File: src/rtl/call_depth_tracker.sv
module call_depth_tracker #(
  parameter int PTR_W = 12,
  parameter int DATA_W = 32,
  parameter int ADDR_W = 2,
  parameter logic [PTR_W-1:0] WARN_RST = 12'h00C,
  parameter logic [PTR_W-1:0] MAX_RST = 12'h010
) (
  input  logic              clk,
  input  logic              rst_n,
  input  logic              call_pulse,
  input  logic              ret_pulse,
  input  logic              wr_permit,
  input  logic              reg_wr,
  input  logic [ADDR_W-1:0] reg_addr,
  input  logic [DATA_W-1:0] reg_wdata,
  output logic [DATA_W-1:0] reg_rdata,
  output logic              warn_irq,
  output logic              ovf_nmi,
  output logic              underflow_err,
  output logic              acc_violation
);
  localparam logic [PTR_W-1:0] PTR_TOP = {PTR_W{1'b1}};
  localparam logic [PTR_W-1:0] PTR_ZERO = '0;
  localparam logic [ADDR_W-1:0] A_PTR = ADDR_W'(0);
  localparam logic [ADDR_W-1:0] A_WARN = ADDR_W'(1);
  localparam logic [ADDR_W-1:0] A_MAX = ADDR_W'(2);

  logic [PTR_W-1:0] ptr_q, warn_q, max_q;
  logic wr_ok, wr_ptr, go_up, go_down;

  assign wr_ok = reg_wr & wr_permit;
  assign wr_ptr = wr_ok && (reg_addr == A_PTR);
  assign go_up = call_pulse & ~ret_pulse;
  assign go_down = ret_pulse & ~call_pulse;

  always_ff @(posedge clk) begin
    if (!rst_n) begin
      ptr_q <= PTR_ZERO;
    end else if (wr_ptr) begin
      ptr_q <= reg_wdata[PTR_W-1:0];
    end else if (go_up && ptr_q != PTR_TOP) begin
      ptr_q <= ptr_q + PTR_W'(1);
    end else if (go_down && ptr_q != PTR_ZERO) begin
      ptr_q <= ptr_q - PTR_W'(1);
    end
  end

  always_ff @(posedge clk) begin
    if (!rst_n) begin
      warn_q <= WARN_RST;
      max_q <= MAX_RST;
    end else if (wr_ok) begin
      if (reg_addr == A_WARN) warn_q <= reg_wdata[PTR_W-1:0];
      if (reg_addr == A_MAX) max_q <= reg_wdata[PTR_W-1:0];
    end
  end

  always_ff @(posedge clk) begin
    if (!rst_n) begin
      underflow_err <= 1'b0;
      acc_violation <= 1'b0;
    end else begin
      underflow_err <= go_down && !wr_ptr && ptr_q == PTR_ZERO;
      acc_violation <= reg_wr & ~wr_permit;
    end
  end

  always_comb begin
    reg_rdata = '0;
    case (reg_addr)
      A_PTR:   reg_rdata[PTR_W-1:0] = ptr_q;
      A_WARN:  reg_rdata[PTR_W-1:0] = warn_q;
      A_MAX:   reg_rdata[PTR_W-1:0] = max_q;
      default: reg_rdata = '0;
    endcase
  end

  assign warn_irq = ptr_q >= warn_q;
  assign ovf_nmi = ptr_q >= max_q;
endmodule

File: config.mk
export PLATFORM = sky130hd
export DESIGN_NAME = call_depth_tracker
export DESIGN_NICKNAME = d
export VERILOG_FILES = /design/src/rtl/call_depth_tracker.sv
export SDC_FILE = /design/constraint.sdc
export NUM_CORES = 1
export LEC_CHECK = 0
export BUFFER_PORTS_ARGS = -buffer_cell sky130_fd_sc_hd__buf_2
export CELL_PAD_IN_SITES_DETAIL_PLACEMENT = 1
export CELL_PAD_IN_SITES_GLOBAL_PLACEMENT = 2
export CORE_UTILIZATION = 30
export DETAILED_ROUTE_END_ITERATION = 10
export PLACE_DENSITY_LB_ADDON = 0.25
export SLEW_MARGIN = 20
export SYNTH_ARGS = -nofsm -noshare
export SYNTH_HDL_FRONTEND = slang
export SYNTH_SLANG_ARGS = --single-unit
File: constraint.sdc
create_clock -name clk -period 3.8 [get_ports clk]
set_input_delay 0.76 -clock clk [delete_from_list [all_inputs] [get_ports clk]]
set_output_delay 0.76 -clock clk [all_outputs]
set_load 0.005 [all_outputs]
==> flow_metrics.py, run 1 <==
metrics = {
    "outcome": {
        "outcome": "completed",
    },
    "final_layout": {
        "nFillCells": 1250,
        "area_growth_pct": 10.3,
        "final_cells": 553,
        "design_area_um2": 3330,
        "drive_gt1_share_pct": 12.9,
        "multiInputGateArea_um2": 2020,
        "final_nets": 496,
        "area.sequential_um2": 761,
        "diodes": 0,
        "utilization_pct": 34.1,
    },
    "clock_tree": {
        "cts_setup_buffers": 0,
        "numClockSinks": 38,
        "cts_made_buffers": 5,
        "cts_tree": "yes",
        "cts-root-buf": "clkbuf_8",
        "cts_buffer_depth": 2,
        "cts_resized": 0,
        "clk_pin_slew_worst_paths_ns": 0.08,
        "clk_latency_ns": 0.29,
        "htreeDepth": 2,
        "hold_buffers": 0,
    },
    "detailed_routing": {
        "wl_per_cell_um": 15.6,
        "drcViolationCount": 0,
        "antenna_left": 0,
        "routed_wl_um": 8650,
        "dr.first_iter.drc_count": 76,
        "drt-pass1-iter-count": 6,
        "vias_per_cell": 4.94,
        "routed-via-count": 2731,
    },
    "sta": {
        "fin_tns_setup_ns": 0,
        "slew_headroom_pct": 36.2,
        "final-hold-violation-count": 0,
        "rsz0062_at_grt": "false",
        "tightest_slew_ns": 0.949,
        "fin_crit_ns": 3.21,
        "fin_crit_sh_pct": 84.5,
        "drv_slew": 0,
        "setup_viol": 0,
        "fmax_mhz": 312,
        "skew_ns": 0.00376,
    },
    "placed_design": {
        "post-dp-hpwl_um": 6690,
        "placed_area_um2": 3260,
        "port_buffers": 35,
        "gp_congestion": 0.776,
        "placed_cells": 546,
    },
    "critical_path": {
        "r2r_slack_ns": 0.59,
        "cp-end-kind": "flip-flop",
        "crit_fanout": 12,
        "critPathKind": "flip-flop to flip-flop",
        "crit_required_ns": 3.98,
        "critPathLaunchType": "flip-flop",
        "arrival_ns": 3.39,
    },
    "floorplanning": {
        "dieArea_um2": 10500,
        "core_area_um2": 9770,
        "die_h_um": 102,
        "io_pins": 76,
        "dieWidth_um": 102,
        "start_util_pct": 30.9,
        "fp-row-count": 36,
    },
    "synth": {
        "synth-seq-cells": 38,
        "synth-compound-area-share_pct": 22.9,
        "yosysMostFrequentCell": "nand2_1",
        "yosys.cell_types.count": 47,
        "synth_simple_gate_area_share_pct": 19.1,
        "avgSynthCellArea_um2": 7.77,
        "netlist_instances": 389,
        "synth_top_family_by_area": "compound AO/OA/AOI/OAI gates",
        "ys.flop_type": "dfxtp_1",
        "synth_xor_area_share_pct": 2.32,
        "synth_edf_count": 0,
        "synth_warnings": 0,
        "synth_area_um2": 3020,
        "synth.top_cells.by_count": "70 x nand2_1, 38 x dfxtp_1, 35 x ha_1",
        "synth-seq-area-share_pct": 25.2,
        "synth_area_leaders": "dfxtp_1 25%, ha_1 14%, nand2_1 8.7%",
        "yosysTopAreaCell": "dfxtp_1",
        "synth_fa_ha_area_share_pct": 15.1,
        "muxShareOfSynthArea_pct": 4.97,
        "synthArstFlopShare_pct": 0,
        "synth_top_area_share_pct": 25.2,
    },
    "power_and_ir_drop": {
        "ir_drop_v": 0.000129,
        "power.density_nw_per_um2": 447,
        "p_leak_nw": 1.40,
    },
    "global_routing": {
        "grt_pass1_wl_um": 14200,
        "met2_usage_pct": 31.1,
        "grt_pass1_vias": 2831,
        "grtUsageMet3_pct": 2.53,
        "busiest_layer": "met2",
        "antenna_found_initial": 0,
        "grt.total_usage_pct": 17.8,
        "grt_overflow": 0,
        "use_met1_pct": 23.1,
        "grt_max_degree": 43,
    },
    "worst_hold_path": {
        "hold_class": "flip-flop to flip-flop",
    },
    "job": {
        "cap_violations": 0,
    },
}
-- critical path: stages, from the launching register on --
cell and delay, ns:
dfxtp_1 0.54, nand4_1 0.18, or3_4 0.45, nand2_1 0.37, ha_1 0.35, a211oi_1 0.34, o21ai_0 0.19, a21bo_2 0.27
a21oi_1 0.17, xor2_1 0.09, a21o_1 0.15
-- power by group --
part / internal [mW] / total [mW] / leakage [nW] / switching [mW]
Combinational: 0.331 / 0.722 / 1.06 / 0.391
Sequential: 0.438 / 0.500 / 0.310 / 0.0617
Clock: 0.127 / 0.270 / 0.0383 / 0.143
Total: 0.896 / 1.49 / 1.40 / 0.595
-- sequential cells by signal, summed over array words and instances, names as in the netlist --
name and cells:
ptr_q 12, max_q 12, acc_violation 1, underflow_err 1
warn_q 12
-- metal layers --
layer / part of all wire [%] / routed length, um
met5: 0 / 0
met4: 1.1 / 92
met3: 2.6 / 227
met2: 48 / 4170
met1: 48 / 4160
-- cell families (layout without fill, tap and decap cells) --
family                   count (synthesis)  in the layout
AO/OA/AOI/OAI                          107            107
other                                    1             20
AND/OR/NAND/NOR                        125            125
adder cells (fa/ha/maj)                 36             36
buffers and inverters                   59             71
XOR/XNOR                                 8              8
flip-flops                              38             38
multiplexers                            15             15
-- layout by cell type, fill, tap and decap left out, types with 7 or more instances in the layout --
master	instances
nand2_1	70
dfxtp_1	38
ha_1	35
buf_2	35
o21ai_0	28
a21oi_1	27
inv_1	23
a21boi_0	21
conb_1	20
mux2i_1	15
nor2_1	12
nand3_1	10
o211ai_1	7
-- cell type report --
cell class | count | area share, %
tap | 133 | 4.99
timing repair buffer | 41 | 6.60
sequential | 38 | 22.8
clock buffer | 7 | 2.29
multi-input combinational | 311 | 60.7
inverter | 23 | 2.59
-- stage by stage --
stage / hold WS (ns) / total power [mW] / worst slack (ns)
after floorplan: 0.456 / 1.03 / 0.932
after global placement: 0.468 / 1.22 / 0.442
after detailed placement: 0.474 / 1.24 / 0.385
after CTS: 0.484 / 1.51 / 0.570
after global routing: 0.510 / 1.64 / 0.389
final: 0.481 / 1.49 / 0.590
-- final timing paths --
check | start | end | cells after the start
worst max-delay path | ptr_q[5] | ptr_q[11] | 10
worst min-delay path | max_q[3] | max_q[3] | 2
worst max register to register | ptr_q[5] | ptr_q[11] | 10
worst min register to register | max_q[3] | max_q[3] | 2
Note: power is estimated with default switching activity, not from simulation.
==> run 2, diff against run 1 <==
Settings changed: CORE_UTILIZATION 30 to 27.
Clock period 3.8 ns to 2.8 ns, I/O delays scaled along.
==> flow_metrics.py, run 2 (synthesis results as in run 1) <==
metrics = {
    "sta": {
        "tightest_slew_ns": 0.605,
        "setup_viol": 0,
        "fin_crit_ns": 2.64,
        "fin_tns_setup_ns": 0,
        "drv_slew": 0,
        "setup_ws_ns": 0.159,
        "final-hold-violation-count": 0,
        "slew_headroom_pct": 59.7,
        "skew_ns": 0.0108,
        "fin_crit_sh_pct": 94.3,
        "fmax_mhz": 379,
        "worst_hold_slack_ns": 0.485,
    },
    "critical_path": {
        "critPathMaxStageDelay_ns": 0.35,
        "cp-end-kind": "primary output",
        "worst-path-buf-inv": 3,
        "r2r_slack_ns": 0.19,
        "critPathLaunchType": "flip-flop",
        "slowest_stage": "a311o_1",
        "cp_cell_sequence": "buf_6, inv_2, ha_1, nand2b_1, a21oi_2, nor2b_1, o2111ai_1, a311o_1, o211ai_1, buf_2",
        "path_delay_family": "compound AO/OA/AOI/OAI gates",
        "arrival_ns": 2.08,
        "critPathKind": "flip-flop to primary output",
        "crit_fanout": 4,
        "crit_required_ns": 2.24,
    },
    "detailed_routing": {
        "wl_per_cell_um": 15.9,
        "dr.first_iter.drc_count": 71,
        "drcViolationCount": 0,
        "routed_wl_um": 9220,
        "drt-pass1-iter-count": 4,
        "vias_per_cell": 4.91,
        "routed-via-count": 2839,
        "antenna_left": 0,
    },
    "placed_design": {
        "post-dp-hpwl_um": 7190,
        "pre_cts_ws_ns": -0.107,
        "gp_congestion": 0.736,
        "port_buffers": 35,
        "placed_area_um2": 3370,
        "placed_cells": 567,
    },
    "power_and_ir_drop": {
        "p_leak_nw": 1.53,
        "ir_drop_v": 0.000307,
        "power.density_nw_per_um2": 662,
        "total_power_mw": 2.38,
    },
    "final_layout": {
        "top_regs": "max_q x12, ptr_q x12, warn_q x12",
        "drive_gt1_share_pct": 19.2,
        "final_nets": 513,
        "layout_commonest_cell": "nand2_1",
        "utilization_pct": 33.0,
        "diodes": 0,
        "design_area_um2": 3590,
        "final_cells": 578,
        "area_growth_pct": 18.7,
        "nFillCells": 1340,
        "final_cell_mix": "69 x nand2_1, 37 x dfxtp_1, 35 x buf_2",
    },
    "outcome": {
        "outcome": "completed",
    },
    "global_routing": {
        "grt.total_usage_pct": 16.6,
        "grt_overflow": 0,
        "grt_pass1_wl_um": 14700,
        "grt_max_degree": 24,
        "antenna_found_initial": 0,
        "grt_pass1_vias": 2790,
    },
    "clock_tree": {
        "clk_pin_slew_worst_paths_ns": 0.08,
        "clk_latency_ns": 0.30,
        "cts-root-buf": "clkbuf_8",
        "hold_buffers": 0,
        "numClockSinks": 38,
        "cts_tree": "yes",
        "cts_buffer_depth": 2,
        "cts_made_buffers": 5,
        "htreeDepth": 2,
    },
    "floorplanning": {
        "die_h_um": 108,
        "io_pins": 76,
        "core_area_um2": 10900,
        "fp-row-count": 38,
        "dieWidth_um": 108,
        "start_util_pct": 27.8,
        "dieArea_um2": 11600,
    },
    "worst_hold_path": {
        "hold_class": "flip-flop to flip-flop",
    },
    "job": {
        "cap_violations": 0,
    },
}
-- run 2: cell types whose count changed in the layout (fill, tap and decap cells not counted), sizes merged --
cell	delta
buf	+17
bufinv	+2
clkbuf	-1
-- run 2: report_power, final --
group	switching [mW]	total, mW	internal [mW]
sequential	0.0317	0.626	0.595
clock	0.214	0.595	0.380
combinational	0.631	1.16	0.526
total	0.877	2.38	1.50
-- run 2: worst min-delay path: stages (launching register included) --
cell and delay, ns:
dfxtp_1 0.33, nand2_1 0.05, a21boi_0 0.06
-- run 2: path summary, 6_finish.rpt --
path	cells after the start	startpoint	endpoint
hold reg to reg	2	max_q[3]	max_q[3]
setup / recovery	10	ptr_q[0]	warn_irq
setup reg to reg	10	ptr_q[5]	ptr_q[8]
hold / removal	2	max_q[3]	max_q[3]
-- run 2: layer usage --
metal  vias to the layer above  routed length (um)  part of all wire, %  GRT usage (%)
met5                         -                   0                    0              0
met4                         0                  64                 0.69           3.23
met3                         8                 274                  3.0           2.18
met2                        51                4430                   48           28.3
met1                      1365                4450                   48           22.1
li1                       1415                   -                    -              -
-- run 2: area by class of cell --
class | count | area, um2 | area share [%]
Multi-Input combinational cell | 311 | 2070 | 57.7
Clock buffer | 6 | 82.6 | 2.30
Clock inverter | 2 | 60.1 | 1.67
Tap cell | 140 | 175 | 4.88
Inverter | 23 | 86.3 | 2.41
Sequential cell | 38 | 762 | 21.2
Timing Repair Buffer | 58 | 352 | 9.79
-- run 2: timing repair --
item | CTS | global route
endpoints found under the setup margin | 6 | 8
pin swaps | 2 | 6
resized for setup | 4 | 10
buffers inserted | 0 | 3
==> run 3, diff against run 2 <==
Settings changed: ABC_AREA set to 1, CORE_MARGIN set to 2, CORE_UTILIZATION 27 to 26.
==> flow_metrics.py, run 3 <==
metrics = {
    "placed_design": {
        "post-dp-hpwl_um": 8210,
        "port_buffers": 35,
        "placed_area_um2": 3540,
        "gp_congestion": 0.766,
    },
    "global_routing": {
        "grt_max_degree": 27,
        "grt_pass1_vias": 3093,
        "grt_pass1_wl_um": 16400,
        "antenna_found_initial": 0,
        "grt.total_usage_pct": 15.9,
        "grt_overflow": 0,
    },
    "final_layout": {
        "area_growth_pct": 15.1,
        "final_nets": 613,
        "diodes": 0,
        "layout_commonest_cell": "nand2_1",
        "final_cell_mix": "136 x nand2_1, 64 x inv_1, 44 x a21oi_1",
        "design_area_um2": 3670,
        "top_regs": "max_q x12, ptr_q x12, warn_q x12",
        "drive_gt1_share_pct": 13.2,
    },
    "sta": {
        "final-hold-violation-count": 0,
        "fmax_mhz": 413,
        "drv_slew": 0,
        "slew_headroom_pct": 54.6,
        "fin_crit_ns": 2.42,
        "setup_viol": 0,
        "tightest_slew_ns": 0.680,
        "rsz0062_at_grt": "false",
        "skew_ns": 0.00206,
        "fin_crit_sh_pct": 86.4,
        "fin_tns_setup_ns": 0,
    },
    "floorplanning": {
        "core_area_um2": 12000,
        "start_util_pct": 26.6,
        "fp-row-count": 40,
        "io_pins": 76,
        "die_h_um": 115,
        "dieWidth_um": 115,
        "dieArea_um2": 13200,
    },
    "clock_tree": {
        "cts_tree": "yes",
        "cts_buffer_depth": 2,
        "clk_latency_ns": 0.29,
        "htreeDepth": 2,
        "hold_buffers": 0,
        "numClockSinks": 38,
        "cts_made_buffers": 5,
        "clk_pin_slew_worst_paths_ns": 0.06,
        "cts-root-buf": "clkbuf_16",
        "cts_setup_buffers": 0,
        "cts_resized": 0,
    },
    "synth": {
        "synth-seq-cells": 38,
        "yosys.cell_types.count": 33,
        "synth-seq-area-share_pct": 23.8,
        "yosysMostFrequentCell": "nand2_1",
        "synth_warnings": 0,
        "netlist_instances": 490,
        "synth.top_cells.by_count": "136 x nand2_1, 64 x inv_1, 44 x a21oi_1",
        "ys.flop_type": "dfxtp_1",
        "synth_top_area_share_pct": 23.8,
        "synth_area_leaders": "dfxtp_1 24%, nand2_1 16%, ha_1 14%",
        "synth_area_um2": 3190,
        "avgSynthCellArea_um2": 6.51,
        "synthArstFlopShare_pct": 0,
        "yosysTopAreaCell": "dfxtp_1",
        "synth_edf_count": 0,
    },
    "critical_path": {
        "cp-end-kind": "flip-flop",
        "reg2reg_depth": 16,
        "arrival_ns": 2.61,
        "r2r_end": "ptr_q[5]",
        "startpoint": "ptr_q[10]",
        "r2r_slack_ns": 0.38,
        "crit_fanout": 13,
        "critPathKind": "flip-flop to flip-flop",
        "r2r-start": "ptr_q[10]",
        "crit_required_ns": 2.99,
        "critPathLaunchType": "flip-flop",
    },
    "worst_hold_path": {
        "hold_path_depth": 2,
        "hold_class": "input pin to flip-flop",
        "min_to": "acc_violation",
        "worstHoldStart": "wr_permit",
    },
    "job": {
        "cap_violations": 0,
    },
    "detailed_routing": {
        "vias_per_cell": 4.63,
        "drt-pass1-iter-count": 4,
        "antenna_left": 0,
        "drcViolationCount": 0,
        "routed-via-count": 3168,
        "wl_per_cell_um": 14.8,
        "routed_wl_um": 10100,
        "dr.first_iter.drc_count": 149,
    },
    "power_and_ir_drop": {
        "power.density_nw_per_um2": 621,
        "p_leak_nw": 1.85,
        "ir_drop_v": 0.000191,
    },
    "outcome": {
        "outcome": "completed",
    },
}
-- run 3: layout make-up --
type	count	area, um2
Multi-Input combinational cell	374	2050
Sequential cell	38	761
Fill cell	1576	8340
Inverter	68	255
Tap cell	147	184
Clock buffer	7	133
Timing Repair Buffer	50	288
-- run 3: worst max-delay path by stage --
stage	to	slack, ns	cells after the start
after detailed placement	ptr_q[5]	0.30	16
after global placement	ptr_q[5]	0.35	16
after CTS	ptr_q[5]	0.33	16
final	ptr_q[5]	0.38	16
after global routing	ptr_q[5]	0.10	16
after floorplan	ptr_q[5]	0.49	15
-- run 3: worst max-delay path: stages, from the launching register on --
cell and delay, ns:
dfxtp_1 0.48, nand2_1 0.09, nor2_1 0.14, nand3_2 0.13
nand2_4 0.18, ha_1 0.27, or2_2 0.29, nand2_1 0.14
inv_1 0.09, nand2_1 0.09, nand2_1 0.05, nand2_1 0.05
nand2_1 0.06, nand2_1 0.10, nand3_1 0.07, nand2_1 0.06
inv_1 0.03
-- run 3: layer usage --
| metal | GRT usage (%) | routed length (um) | vias to the layer above | part of all wire [%] |
|---|---|---|---|---|
| met5 | 0 | 0 | - | 0 |
| met4 | 3.86 | 78 | 0 | 0.77 |
| met3 | 1.58 | 207 | 7 | 2.1 |
| met2 | 28.0 | 4870 | 34 | 48 |
| met1 | 21.1 | 4930 | 1471 | 49 |
| li1 | - | - | 1656 | - |
-- run 3: power by group --
| group | switching [mW] | internal [mW] |
|---|---|---|
| Combinational | 0.686 | 0.421 |
| Clock | 0.225 | 0.326 |
| Sequential | 0.0322 | 0.591 |
| Total | 0.944 | 1.34 |
-- run 3: kinds of logic (layout without fill, tap and decap cells) --
group	count (synthesis)	count (layout)	synth area share [%]
simple gates	225	225	30.7
flops	38	38	23.8
other cells	1	20	0.117
compound gates	90	90	16.1
buf+inv	97	125	14.1
fa+ha+maj	36	36	14.3
xor+xnor	3	3	0.823
-- run 3: stage by stage --
step	util, %	hold WS (ns)	setup WS, ns	std cells	total power, mW
after floorplan	-	0.447	0.490	509	1.41
after global placement	29.5	0.475	0.349	677	1.73
after detailed placement	29.5	0.484	0.300	677	1.76
after CTS	30.6	0.435	0.332	684	2.32
after global routing	30.6	0.446	0.104	684	2.53
final	30.6	0.441	0.382	684	2.28
